===== src/rtl/temp_conv_pkg.sv =====
// Package: shared types for the temperature conversion sequencer.
// Assumes: nothing beyond IEEE 1800-2017.
package temp_conv_pkg;

    // Sequencer states: idle, software-request settling delay, engine running.
    typedef enum logic [1:0] {
        ST_IDLE = 2'd0,
        ST_WAIT = 2'd1,
        ST_RUN  = 2'd2
    } conv_state_e;

endpackage


===== src/rtl/period_timer.sv =====
// Module: period_timer
// Counts 1 Hz ticks in a freely wrapping counter and flags the tick that
// wraps it, which marks one periodic conversion slot.
// Assumes: tick is a single-cycle pulse; the count is never reset by requests.
module period_timer #(
    parameter int PERIOD_W = 6
) (
    input  logic clk,
    input  logic rst_n,
    input  logic tick,
    output logic due
);
    localparam logic [PERIOD_W-1:0] LAST = {PERIOD_W{1'b1}};

    logic [PERIOD_W-1:0] secs_q;

    // Advance the seconds count on each tick, wrapping naturally.
    always_ff @(posedge clk) begin
        if (!rst_n) begin
            secs_q <= '0;
        end else if (tick) begin
            secs_q <= secs_q + 1'b1;
        end
    end

    // A slot is due on the tick that moves the count from its top value.
    always_comb begin
        due = tick && (secs_q == LAST);
    end
endmodule


===== src/rtl/busy_delay.sv =====
// Module: busy_delay
// Counts fast-clock cycles while enabled and fires on the last cycle of a
// window BUSY_DLY cycles long.
// Assumes: BUSY_DLY >= 1; enable stays high until fire, then drops.
module busy_delay #(
    parameter int BUSY_DLY = 100000
) (
    input  logic clk,
    input  logic rst_n,
    input  logic en,
    output logic fire
);
    localparam int CW = (BUSY_DLY < 2) ? 1 : $clog2(BUSY_DLY + 1);
    localparam logic [CW-1:0] LAST = CW'(BUSY_DLY - 1);

    logic [CW-1:0] cnt_q;

    // Count while the window is open; clear whenever it is closed.
    always_ff @(posedge clk) begin
        if (!rst_n || !en) begin
            cnt_q <= '0;
        end else begin
            cnt_q <= cnt_q + 1'b1;
        end
    end

    // Fire on the final cycle of the window.
    always_comb begin
        fire = en && (cnt_q == LAST);
    end
endmodule


===== src/rtl/conv_ctrl.sv =====
// Module: conv_ctrl
// Control state machine. It accepts software requests, holds periodic slots
// pending, issues the engine start pulse and keeps the convert and busy bits.
// Assumes: done is a single-cycle pulse and is only meaningful while running.
module conv_ctrl
    import temp_conv_pkg::*;
(
    input  logic        clk,
    input  logic        rst_n,
    input  logic        due,
    input  logic        user_req,
    input  logic        done,
    input  logic        wait_fire,
    output conv_state_e state,
    output logic        conv_bit,
    output logic        busy_bit,
    output logic        start
);
    conv_state_e state_q;
    logic        conv_q;
    logic        busy_q;
    logic        start_q;
    logic        pend_q;
    logic        user_ok;

    // A request is taken only while both visible bits are low.
    always_comb begin
        user_ok = user_req && !busy_q && !conv_q;
    end

    // Sequence requests, hold periodic slots, and time the start pulse.
    always_ff @(posedge clk) begin
        if (!rst_n) begin
            state_q <= ST_IDLE;
            conv_q  <= 1'b0;
            busy_q  <= 1'b0;
            start_q <= 1'b0;
            pend_q  <= 1'b0;
        end else begin
            start_q <= 1'b0;
            unique case (state_q)
                ST_IDLE: begin
                    if (user_ok) begin
                        state_q <= ST_WAIT;
                        conv_q  <= 1'b1;
                        pend_q  <= pend_q | due;
                    end else if (pend_q || due) begin
                        state_q <= ST_RUN;
                        busy_q  <= 1'b1;
                        start_q <= 1'b1;
                        pend_q  <= 1'b0;
                    end
                end
                ST_WAIT: begin
                    pend_q <= pend_q | due;
                    if (wait_fire) begin
                        state_q <= ST_RUN;
                        busy_q  <= 1'b1;
                        start_q <= 1'b1;
                    end
                end
                ST_RUN: begin
                    pend_q <= pend_q | due;
                    if (done) begin
                        state_q <= ST_IDLE;
                        busy_q  <= 1'b0;
                        conv_q  <= 1'b0;
                    end
                end
                default: begin
                    state_q <= ST_IDLE;
                end
            endcase
        end
    end

    // Drive the registered state out to the ports.
    always_comb begin
        state    = state_q;
        conv_bit = conv_q;
        busy_bit = busy_q;
        start    = start_q;
    end
endmodule


===== src/rtl/temp_conv_seq.sv =====
// Module: temp_conv_seq (top)
// Connects the period timer, the settling delay counter and the control
// state machine into the conversion request sequencer.
// Assumes: all inputs are synchronous to clk; tick_1hz and eng_done are pulses.
module temp_conv_seq
    import temp_conv_pkg::*;
#(
    parameter int PERIOD_W = 6,
    parameter int BUSY_DLY = 100000
) (
    input  logic clk,
    input  logic rst_n,
    input  logic tick_1hz,
    input  logic wr_conv,
    input  logic wr_data,
    input  logic eng_done,
    output logic eng_start,
    output logic conv_bit,
    output logic busy_bit
);
    conv_state_e state;
    logic        due;
    logic        wait_fire;
    logic        wait_en;
    logic        user_req;

    // Decode a software write of 1 and open the delay window while settling.
    always_comb begin
        user_req = wr_conv && wr_data;
        wait_en  = (state == ST_WAIT);
    end

    period_timer #(.PERIOD_W(PERIOD_W)) u_timer (
        .clk   (clk),
        .rst_n (rst_n),
        .tick  (tick_1hz),
        .due   (due)
    );

    busy_delay #(.BUSY_DLY(BUSY_DLY)) u_delay (
        .clk   (clk),
        .rst_n (rst_n),
        .en    (wait_en),
        .fire  (wait_fire)
    );

    conv_ctrl u_ctrl (
        .clk       (clk),
        .rst_n     (rst_n),
        .due       (due),
        .user_req  (user_req),
        .done      (eng_done),
        .wait_fire (wait_fire),
        .state     (state),
        .conv_bit  (conv_bit),
        .busy_bit  (busy_bit),
        .start     (eng_start)
    );
endmodule


===== config.mk =====
export PLATFORM = sky130hd
export DESIGN_NAME = temp_conv_seq
export DESIGN_NICKNAME = d
export VERILOG_FILES = /design/src/rtl/temp_conv_pkg.sv /design/src/rtl/period_timer.sv /design/src/rtl/busy_delay.sv /design/src/rtl/conv_ctrl.sv /design/src/rtl/temp_conv_seq.sv
export SDC_FILE = /design/constraint.sdc
export NUM_CORES = 1
export LEC_CHECK = 0
export BUFFER_PORTS_ARGS = -buffer_cell sky130_fd_sc_hd__buf_2
export CAP_MARGIN = 5
export CORE_MARGIN = 5
export CORE_UTILIZATION = 45
export DETAILED_ROUTE_END_ITERATION = 8
export PLACE_DENSITY = 0.65
export SKIP_CTS_REPAIR_TIMING = 1
export SYNTH_ARGS = -nofsm -noshare
export SYNTH_HDL_FRONTEND = slang
export SYNTH_SLANG_ARGS = --single-unit

===== constraint.sdc =====
create_clock -name clk -period 1.8 [get_ports clk]
set_input_delay 0.27 -clock clk [delete_from_list [all_inputs] [get_ports clk]]
set_output_delay 0.27 -clock clk [all_outputs]
set_load 0.02 [all_outputs]

Word-level counts from Yosys, hierarchy flattened
Cells that the tools add are included.

Register bits: 29. Bits in latches: 0. Memory bits (writable): 0. Memory bits (read-only): 0. Input bits: 6. Word-level logic and storage cells: 59. Memories: 0.

Add/subtract/negate cells: 2. $mul: 0. Divide/modulo/power cells: 0. $lt $le $gt $ge: 0. Eq/ne operators: 10. Shift operators: 0. Multiplexer cells: 19. Bitwise logic cells: 1. Reductions and logical operators: 20.

Operators by type and width (number): adder 17 x 1 -> 17 bit (second input constant) (1); == test 17 bit (second input constant) (1); two-way mux 1 bit (10); two-way mux 2 bit (4); adder 6 x 1 -> 6 bit (second input constant) (1); == test 6 bit (second input constant) (1); inequality test 2 x 1 -> 1 bit (second input constant) (3); case mux 1 bit (2 select lines) (3); case mux 2 bit (3 select lines) (1); AND reduction 3 bit (2); logical AND 1 bit (5); AND reduction 5 bit (1); zero test 1 bit (4); inequality test 2 bit (second input constant) (2); nonzero test 2 bit (2); inequality test 3 x 1 -> 1 bit (second input constant) (1); case mux 1 bit (3 select lines) (1); nonzero test 3 bit (1); == test 2 x 1 -> 1 bit (second input constant) (1); == test 2 bit (second input constant) (1); zero test 2 bit (1); logical OR 1 bit (2); AND reduction 2 bit (1); OR reduction 2 bit (1); bitwise OR 1 bit (1).

Depth between registers and ports, before layout
Gate-level depths: netlist of the first run.

Depth after elaboration: 6. Gate-level depth with buffers: 6.

By module
Synthesis of the first run repeated with hierarchy kept, for this count alone.

Cells, all modules: 164. Area, all modules: 1480.2 um2.

By module, submodules not included: busy_delay (times used 1, cells an instance 95, area an instance 824.5 um2, sequential area each 340.3 um2); conv_ctrl (times used 1, cells an instance 39, area an instance 357.8 um2, sequential area each 120.1 um2); period_timer (times used 1, cells an instance 28, area an instance 277.8 um2, sequential area each 120.1 um2); temp_conv_seq (times used 1, cells an instance 2, area an instance 20.0 um2, sequential area each 0.0 um2).

Worst setup path after synthesis of the first run
Ideal clock, no wire load.

Path kind: reg-to-reg. From: register u_delay.cnt_q[3]. To: register u_delay.cnt_q[16]. Library setup time: 0.070 ns. Arrival: 1.644 ns. Required time: 1.730 ns. Slack: 0.086 ns. Stages on the path, launching flop included: 5. Buffers on the path: 0. Period minus slack after synthesis: 1.714 ns. Cell sequence: dfxtp_1 -> nand3_2 -> or4_4 -> or4_1 -> a21oi_1.

Word-level cells in the longest chain between the ends: 1.

RTL lines: start: declaration (RTL line busy_delay.sv:16) `logic [CW-1:0] cnt_q;`; start signal: assignment (RTL line busy_delay.sv:23) `cnt_q <= cnt_q + 1'b1;`; adder 17 x 1 -> 17 bit (RTL line busy_delay.sv:23).

Every way passes these cells. A chain may end at the register's enable or synchronous reset.

Worst setup path in the final report of the first run
From: register u_delay.cnt_q[8]. To: register u_delay.cnt_q[16].

The elaborated chain is that of the path after synthesis.

==> results.yml, run 1 <==
logic_synthesis:
  synth-edff-count: 0
  synthMuxAreaShare: 0.00725
  synth.distinct_cells: 35
  synth-seq-cells: 29
  netlist.area_leader.share: 0.421
  syn_inst: 155
  synth_top_family_by_area: "simple AND/OR/NAND/NOR gates"
  yosys-top-cells-count: "dfxtp_1 (29), nand2_1 (13), nor2_1 (12)"
  post-synth-top-area-cell: "dfxtp_1"
  yosysMostFrequentCell: "dfxtp_1"
  synth-simple-area-share: 0.274
  syn_nets: 167
  async_flop_share: 0
  avgSynthCellArea_um2: 8.90
  synth_compound_area_frac: 0.129
  synthFlopType: "dfxtp_1"
  ys_seq_area_frac: 0.421
  synthesis.area_um2: 1380
  synthXorXnorAreaFrac: 0.0825
  synth_adder_area_share: 0.0544
  ys_top_cells_by_area: "dfxtp_1 (42%), ha_1 (5.4%), xnor2_1 (5.1%), nand2_1 (3.5%), nor2_1 (3.3%)"
  yosys_warnings: 0
cts:
  cts.sinks: 29
  cts_tree: "yes"
  htreeDepth: 2
  cts_made_buffers: 5
  path_clk_slew_ns: 0.10
  cts_root_buffer: "clkbuf_4"
  worstSkewPairLatency_ns: 0.33
  clockBufferDepth: 2
routing:
  drt_iter0_markers: 62
  wl_per_cell_um: 13.3
  first_pass_iters: 4
  ant_nets: 0
  avgViaCountPerCell: 5.50
  drcViolationCount: 0
  vias: 1160
  finalWirelength_mm: 2.81
worst_setup_path:
  crit_chain: "nand3_1 > or4_4 > or4_1 > a21oi_1"
  startpoint: "u_delay.cnt_q[8]$_SDFF_PP0_"
  crit_fanout: 6
  end_kind: "flop"
  crit-reg2reg-launch: "u_delay.cnt_q[8]$_SDFF_PP0_"
  critPathKind: "reg -> reg"
  reg2regPathDepth: 4
  regToRegSetupSlack_ns: 0.07
  slowest_delay_ns: 0.53
  slowest_stage: "or4_4"
  cp_num_buf_inv: 0
  worstPathArrival_ns: 1.98
  path_delay_family: "simple AND/OR/NAND/NOR gates"
  critPathLaunchType: "flop"
  crit_cells: 4
  cp-endpoint: "u_delay.cnt_q[16]$_SDFF_PP0_"
  cp_data_required_time_ns: 2.05
  timing.rr.end: "u_delay.cnt_q[16]$_SDFF_PP0_"
cells_and_area:
  syn_to_final_growth_pct: 17.0
  multiInputGateArea_um2: 754
  num-nets-final: 189
  seqCellArea_um2: 588
  diodes: 0
  fillCellCount: 283
  drive_gt1_frac: 0.191
sta:
  final.period_utilization: 0.960
  hold_viol: 0
  fin_crit_ns: 1.73
  setup_viol: 0
  slew_viol_final: 0
  tns_ns: 0
  rsz0062_at_grt: "yes"
  fmax_mhz: 579
  fin_skew_ns: 0.0133
  worst_pin_slew_ns: 0.540
  worst_slack_ns: 0.0726
  whs_ns: 0.288
  slew_headroom: 0.639
floorplanning:
  io-pin-count: 9
  die_y_um: 65.4
  core_um2: 3000
  die_area_um2: 4270
  initial_core_util: 0.460
  std_cell_rows: 20
  dieWidth_um: 65.4
power:
  power_frac_seq: 0.453
  peakVddDrop_v: 0.000461
  p_leak_nw: 0.589
  p_sw_mw: 0.456
  p_clk_frac: 0.348
  combinationalPowerShare: 0.199
  p_per_area_nw_per_um2: 993
  p_int_mw: 1.15
  switching_share: 0.284
place:
  hpwl_mm: 2.13
  portBuffers: 8
  gp_congestion: 0.835
  place_ws_ns: 0.0517
grt:
  grt_max_degree: 17
  grt_overflow: 0
  grt_pass1_wl_mm: 4.75
  grt.total_usage: 0.148
  antenna_found_initial: 0
  grt_pass1_vias: 1101
min_path:
  hold_class: "in -> reg"
outcome:
  status: "finished, final reports clean"
run:
  drv_cap: 0
-- placed cells by master (no fill, tap or decap), drive strengths merged, types with 7 or more instances in the layout --
cell     n
dfxtp   29
buf     17
nand2   13
nor2    12
inv     10
a21oi    8
xnor2    8
o21ai    7
clkbuf   7
-- layout make-up --
| class | instances | share of cell area |
|---|---|---|
| Clock buffer | 7 | 0.0341 |
| Clock inverter | 1 | 0.0186 |
| Inverter | 10 | 0.0233 |
| Multi-Input combinational cell | 114 | 0.467 |
| Sequential cell | 29 | 0.364 |
| Tap cell | 33 | 0.0256 |
| Timing Repair Buffer | 17 | 0.0667 |
-- worst min-delay path: cells and delay by family --
kind	cells	cell delay [ns]
AOI/OAI and AO/OA	1	0.12
buffers and inverters	1	0.11
and+or+nand+nor	2	0.10
-- worst min-delay path by stage --
| stage | slack [ns] | startpoint | end | depth (start not counted) |
|---|---|---|---|---|
| 2_1_floorplan | 0.42 | rst_n | u_ctrl.state[0]$_SDFFE_PN0P_ | 2 |
| 3_3_place_gp | 0.44 | u_delay.cnt_q[0]$_SDFF_PP0_ | u_delay.cnt_q[0]$_SDFF_PP0_ | 1 |
| 3_5_place_dp | 0.46 | u_delay.cnt_q[0]$_SDFF_PP0_ | u_delay.cnt_q[0]$_SDFF_PP0_ | 1 |
| 4_1_cts | 0.27 | eng_done | u_ctrl.busy_bit$_SDFFE_PN0P_ | 4 |
| 5_1_grt | 0.30 | eng_done | u_ctrl.busy_bit$_SDFFE_PN0P_ | 4 |
| 6_report | 0.29 | eng_done | u_ctrl.busy_bit$_SDFFE_PN0P_ | 4 |
-- logic make-up (layout without fill, tap and decap cells) --
group / count (synthesis) / after routing
fa+ha+maj: 6 / 6
buf+inv: 12 / 35
xor+xnor: 13 / 13
mux: 1 / 1
simple gates: 66 / 66
flops: 29 / 29
compound gates: 28 / 28
-- power by group through the flow --
stage          logic [mW]  registers [mW]  clock network [mW]
6_report            0.319           0.725               0.558
5_1_grt             0.359           0.731               0.607
3_3_place_gp        0.311           0.731                   0
3_5_place_dp        0.318           0.736                   0
2_1_floorplan       0.212           0.751                   0
4_1_cts             0.320           0.724               0.575
-- per-layer routing --
metal	wire [µm]	vias to the layer above	global-route usage
met3	81	4	0.0427
met4	35	0	0.0933
met5	0	-	0
met2	1450	12	0.255
li1	-	591	-
met1	1240	553	0.158
-- flip-flops by register name, summed over array words and instances, names as in the netlist --
name,count
u_ctrl.busy_bit,1
u_ctrl.pend_q,1
u_ctrl.conv_bit,1
u_delay.cnt_q,17
u_ctrl.start,1
u_ctrl.state,2
u_timer.secs_q,6
-- metrics by stage --
stage	util	total power, mW	area (µm²)	instances
global route	0.538	1.70	1610	211
floorplan	-	0.963	1380	155
finish	0.538	1.60	1610	211
detailed placement	0.507	1.05	1520	203
CTS	0.535	1.62	1610	211
global placement	0.507	1.04	1520	203
Power figures use the tool's default switching activity.
==> run 2, diff against run 1 <==
--- a/config.mk
+++ b/config.mk
@@ -7,6 +7,7 @@
 export LEC_CHECK = 0
 export BUFFER_PORTS_ARGS = -buffer_cell sky130_fd_sc_hd__buf_2
 export CAP_MARGIN = 5
+export CORE_ASPECT_RATIO = 0.5
 export CORE_MARGIN = 5
 export CORE_UTILIZATION = 45
 export DETAILED_ROUTE_END_ITERATION = 8
==> results.yml, run 2 (synthesis gave the netlist of run 1 again) <==
min_path:
  holdPathStages: 3
  hold_path_end: "u_timer.secs_q[1]$_SDFFE_PN0P_"
  hold_start: "tick_1hz"
  hold_class: "in -> reg"
cts:
  cts_made_buffers: 5
  cts_tree: "yes"
  worstSkewPairLatency_ns: 0.28
  htreeDepth: 2
  clockBufferDepth: 2
  cts.sinks: 29
  path_clk_slew_ns: 0.06
  cts_root_buffer: "clkbuf_8"
sta:
  tns_ns: 0
  worst_pin_slew_ns: 0.552
  setup_viol: 0
  rsz0062_at_grt: "yes"
  fin_crit_ns: 1.75
  worst_slack_ns: 0.0518
  hold_viol: 0
  fin_skew_ns: 0.00731
  fmax_mhz: 572
  final.period_utilization: 0.971
  slew_viol_final: 0
  slew_headroom: 0.631
grt:
  grt_pass1_wl_mm: 4.57
  grt_overflow: 0
  antenna_found_initial: 0
  grt_pass1_vias: 1002
  grt_max_degree: 17
  grt.total_usage: 0.137
cells_and_area:
  syn_to_final_growth_pct: 18.3
  drive_gt1_frac: 0.179
  design_area_um2: 1630
  most-common-layout-cells: "dfxtp_1 (28), nand2_1 (13), nor2_1 (12)"
  final_common_cell: "dfxtp_1"
  largest_reg_flops: 17
  diodes: 0
  largest-register: "u_delay.cnt_q"
  num-nets-final: 190
  final_util: 0.548
place:
  place_ws_ns: 0.0714
  portBuffers: 8
  hpwl_mm: 1.93
  gp_congestion: 0.759
  place_area_um2: 1540
power:
  p_per_area_nw_per_um2: 950
  peakVddDrop_v: 0.000500
  p_leak_nw: 0.593
worst_setup_path:
  critPathLaunchType: "flop"
  regToRegSetupSlack_ns: 0.05
  slowest_delay_ns: 0.53
  end_kind: "flop"
  crit_fanout: 6
  critPathKind: "reg -> reg"
  reg2regPathDepth: 4
  cp_data_required_time_ns: 2.00
  slowest_stage: "or4_4"
  timing.rr.end: "u_delay.cnt_q[16]$_SDFF_PP0_"
  crit-reg2reg-launch: "u_delay.cnt_q[8]$_SDFF_PP0_"
  crit_chain: "nand3_2 > or4_4 > or4_1 > a21oi_1"
  worstPathArrival_ns: 1.95
routing:
  drcViolationCount: 0
  ant_nets: 0
  finalWirelength_mm: 2.66
  wl_per_cell_um: 12.2
  drt_iter0_markers: 54
  first_pass_iters: 4
  avgViaCountPerCell: 5.18
  vias: 1135
floorplanning:
  std_cell_rows: 14
  initial_core_util: 0.463
  die_area_um2: 4340
  io-pin-count: 9
  core_um2: 2980
  die_y_um: 49.2
  dieWidth_um: 88.3
run:
  drv_cap: 0
outcome:
  status: "finished, final reports clean"
[run 2: critical path: cells and delay by family, from the launching register on]
family | cells | cell delay [ns]
AO/OA/AOI/OAI | 1 | 0.14
flip-flops | 1 | 0.41
AND/OR/NAND/NOR | 3 | 1.11
[run 2: how the worst max path moves through the flow]
| stage | startpoint | to | slack, ns | depth (start not counted) |
|---|---|---|---|---|
| detailed placement | u_delay.cnt_q[0]$_SDFF_PP0_ | u_delay.cnt_q[16]$_SDFF_PP0_ | 0.07 | 5 |
| global placement | u_delay.cnt_q[0]$_SDFF_PP0_ | u_delay.cnt_q[16]$_SDFF_PP0_ | 0.1 | 5 |
| finish | u_delay.cnt_q[8]$_SDFF_PP0_ | u_delay.cnt_q[16]$_SDFF_PP0_ | 0.05 | 4 |
| CTS | u_delay.cnt_q[0]$_SDFF_PP0_ | u_delay.cnt_q[16]$_SDFF_PP0_ | 0.06 | 5 |
| global route | u_delay.cnt_q[5]$_SDFF_PP0_ | u_delay.cnt_q[16]$_SDFF_PP0_ | -0.06 | 4 |
| floorplan | u_delay.cnt_q[3]$_SDFF_PP0_ | u_delay.cnt_q[16]$_SDFF_PP0_ | 0.09 | 4 |
[run 2: through the flow]
stage	hold WS (ns)	power, mW	instances
final	0.341	1.55	219
after global routing	0.386	1.65	219
after CTS	0.341	1.57	219
after detailed placement	0.453	1.05	211
after global placement	0.441	1.05	211
after floorplan	0.420	0.963	155
[run 2: final cells by class]
class	count	area [µm²]
Clock buffer	6	72.6
Timing Repair Buffer	18	115
Inverter	10	37.5
Clock inverter	2	10.0
Multi-Input combinational cell	114	766
Tap cell	40	50.0
Sequential cell	29	582
Fill cell	293	1350
[run 2: report_power, final]
group / leakage (nW) / total [mW] / switching, mW / internal [mW]
registers: 0.235 / 0.724 / 0.0382 / 0.686
logic: 0.313 / 0.321 / 0.189 / 0.132
clock network: 0.0450 / 0.507 / 0.240 / 0.267
[run 2: routing by layer]
layer | wire length (µm) | up-vias | GRT usage
met3 | 117 | 2 | 0.0455
met5 | 0 | - | 0
met4 | 8 | 0 | 0.0603
met1 | 1290 | 521 | 0.188
met2 | 1250 | 16 | 0.194
li1 | - | 596 | -
==> run 3, diff against run 2 <==
--- a/config.mk
+++ b/config.mk
@@ -5,14 +5,14 @@
 export SDC_FILE = /design/constraint.sdc
 export NUM_CORES = 1
 export LEC_CHECK = 0
-export BUFFER_PORTS_ARGS = -buffer_cell sky130_fd_sc_hd__buf_2
+export ABC_AREA = 1
+export BUFFER_PORTS_ARGS = -buffer_cell sky130_fd_sc_hd__buf_4
 export CAP_MARGIN = 5
 export CORE_ASPECT_RATIO = 0.5
 export CORE_MARGIN = 5
 export CORE_UTILIZATION = 45
 export DETAILED_ROUTE_END_ITERATION = 8
-export PLACE_DENSITY = 0.65
-export SKIP_CTS_REPAIR_TIMING = 1
+export PLACE_DENSITY = 0.64
 export SYNTH_ARGS = -nofsm -noshare
 export SYNTH_HDL_FRONTEND = slang
 export SYNTH_SLANG_ARGS = --single-unit
==> results.yml, run 3 <==
worst_setup_path:
  end_kind: "flop"
  crit_fanout: 4
  critPathLaunchType: "flop"
  crit-reg2reg-launch: "u_ctrl.state[1]$_SDFFE_PN0P_"
  cp_data_required_time_ns: 1.99
  cp_num_buf_inv: 2
  timing.rr.end: "u_ctrl.state[0]$_SDFFE_PN0P_"
  regToRegSetupSlack_ns: 0.31
  crit_chain: "inv_1 > ha_1 > a21boi_0 > nand3_1 > nand2_1 > inv_1 > nand2_1 > nand2_1 > nand2_1 > nor2_1"
  slowest_delay_ns: 0.33
  path_delay_family: "simple AND/OR/NAND/NOR gates"
  reg2regPathDepth: 10
  worstPathArrival_ns: 1.68
  path_common_cell: "nand2_1"
  slowest_stage: "dfxtp_1"
  critPathKind: "reg -> reg"
logic_synthesis:
  synth-simple-area-share: 0.354
  ys_seq_area_frac: 0.392
  synthFlopType: "dfxtp_1"
  async_flop_share: 0
  synth_top_family_by_area: "simple AND/OR/NAND/NOR gates"
  synth.distinct_cells: 25
  synthesis.area_um2: 1480
  yosysMostFrequentCell: "nand2_1"
  post-synth-top-area-cell: "dfxtp_1"
  syn_nets: 226
  yosys_warnings: 0
  synth_adder_area_share: 0.0507
  avgSynthCellArea_um2: 6.92
  yosys-top-cells-count: "nand2_1 (41), inv_1 (34), nor2_1 (34)"
  synthMuxAreaShare: 0
  ys_top_cells_by_area: "dfxtp_1 (39%), nand2_1 (10%), inv_1 (8.6%), nor2_1 (8.6%), ha_1 (5.1%)"
  synth-edff-count: 0
  syn_inst: 214
  synthXorXnorAreaFrac: 0.00592
  synth_compound_area_frac: 0.103
  netlist.area_leader.share: 0.392
  synth-seq-cells: 29
routing:
  vias: 1305
  drcViolationCount: 0
  finalWirelength_mm: 2.87
  drt_iter0_markers: 43
  first_pass_iters: 4
  avgViaCountPerCell: 4.83
  wl_per_cell_um: 10.6
  ant_nets: 0
min_path:
  hold_start: "tick_1hz"
  hold_path_end: "u_timer.secs_q[1]$_SDFFE_PN0P_"
  hold_class: "in -> reg"
  holdPathStages: 2
floorplanning:
  dieWidth_um: 91.1
  initial_core_util: 0.480
  die_area_um2: 4610
  std_cell_rows: 14
  die_y_um: 50.6
  io-pin-count: 9
  core_um2: 3080
place:
  hpwl_mm: 2.17
  portBuffers: 8
  place_ws_ns: 0.332
  gp_congestion: 0.777
sta:
  fin_crit_ns: 1.49
  setup_viol: 0
  fin_skew_ns: 0.00614
  worst_pin_slew_ns: 0.270
  rsz0062_at_grt: "no"
  slew_headroom: 0.819
  whs_ns: 0.205
  slew_viol_final: 0
  worst_slack_ns: 0.307
  final.period_utilization: 0.829
  tns_ns: 0
  fmax_mhz: 670
  hold_viol: 0
grt:
  grt_overflow: 0
  grt_pass1_wl_mm: 5.08
  grt.total_usage: 0.137
  antenna_found_initial: 0
  grt_max_degree: 12
  grt_pass1_vias: 1169
run:
  drv_cap: 0
cts:
  cts_root_buffer: "clkbuf_8"
  cts.sinks: 29
  clockBufferDepth: 2
  htreeDepth: 2
  cts_tree: "yes"
  worstSkewPairLatency_ns: 0.29
  path_clk_slew_ns: 0.07
  cts_made_buffers: 5
  cts_resized: 0
  cts_setup_buffers: 0
  holdBufCountCts: 0
cells_and_area:
  diodes: 0
  final_common_cell: "nand2_1"
  fillCellCount: 311
  syn_to_final_growth_pct: 14.8
  drive_gt1_frac: 0.117
  largest-register: "u_delay.cnt_q"
  most-common-layout-cells: "nand2_1 (41), inv_1 (34), nor2_1 (34)"
  num-nets-final: 241
  largest_reg_flops: 17
  final_util: 0.551
power:
  p_per_area_nw_per_um2: 1120
  p_leak_nw: 0.697
  peakVddDrop_v: 0.000773
outcome:
  status: "finished, final reports clean"
## run 3: worst reg2reg max path, cell delays in order (launching register included)
cell and delay (ns):
dfxtp_1 0.33, inv_1 0.10, ha_1 0.22, a21boi_0 0.29, nand3_1 0.11, nand2_1 0.08
inv_1 0.04, nand2_1 0.09, nand2_1 0.06, nand2_1 0.05, nor2_1 0.03
## run 3: metal layers
layer	part of all wire	GRT usage
met1	0.53	0.176
met2	0.42	0.215
met3	0.045	0.0552
met4	0.011	0.0366
met5	0	0
## run 3: metrics by stage
step	total power [mW]	instances	instance area, µm²
floorplan	1.14	214	1480
global placement	1.30	262	1600
detailed placement	1.31	262	1600
CTS	1.92	270	1700
global route	2.05	270	1700
finish	1.90	270	1700
## run 3: how the worst max path moves through the flow
stage                                  from  depth (start not counted)                      endpoint
6_report       u_ctrl.state[1]$_SDFFE_PN0P_                         10  u_ctrl.state[0]$_SDFFE_PN0P_
5_1_grt         u_delay.cnt_q[0]$_SDFF_PP0_                         11  u_delay.cnt_q[16]$_SDFF_PP0_
4_1_cts         u_delay.cnt_q[0]$_SDFF_PP0_                         11  u_delay.cnt_q[16]$_SDFF_PP0_
3_5_place_dp    u_delay.cnt_q[0]$_SDFF_PP0_                         11  u_delay.cnt_q[16]$_SDFF_PP0_
3_3_place_gp    u_delay.cnt_q[0]$_SDFF_PP0_                         11  u_delay.cnt_q[16]$_SDFF_PP0_
2_1_floorplan  u_ctrl.state[0]$_SDFFE_PN0P_                         10  u_ctrl.state[0]$_SDFFE_PN0P_
## run 3: cells by family (layout without fill, tap and decap cells)
family                   Yosys count  in the layout
adder cells (fa/ha/maj)            6              6
AND/OR/NAND/NOR                  113            113
flip-flops                        29             29
buffers and inverters             37             53
AO/OA/AOI/OAI                     28             28
XOR/XNOR                           1              1
## run 3: cell type report
cell class,count,area (µm²),area share
multi-input cells,148,761,0.448
flip-flops and latches,29,581,0.342
inverters,35,131,0.0773
clock buffers,7,96.3,0.0567
repair buffers,10,75.1,0.0442
well taps,40,50.0,0.0295
clock inverters,1,5.00,0.00295
## run 3: report_power, final
part / total, mW / internal [mW] / switching [mW]
sequential: 0.738 / 0.695 / 0.0426
clock: 0.604 / 0.345 / 0.259
combinational: 0.560 / 0.221 / 0.339
total: 1.90 / 1.26 / 0.641
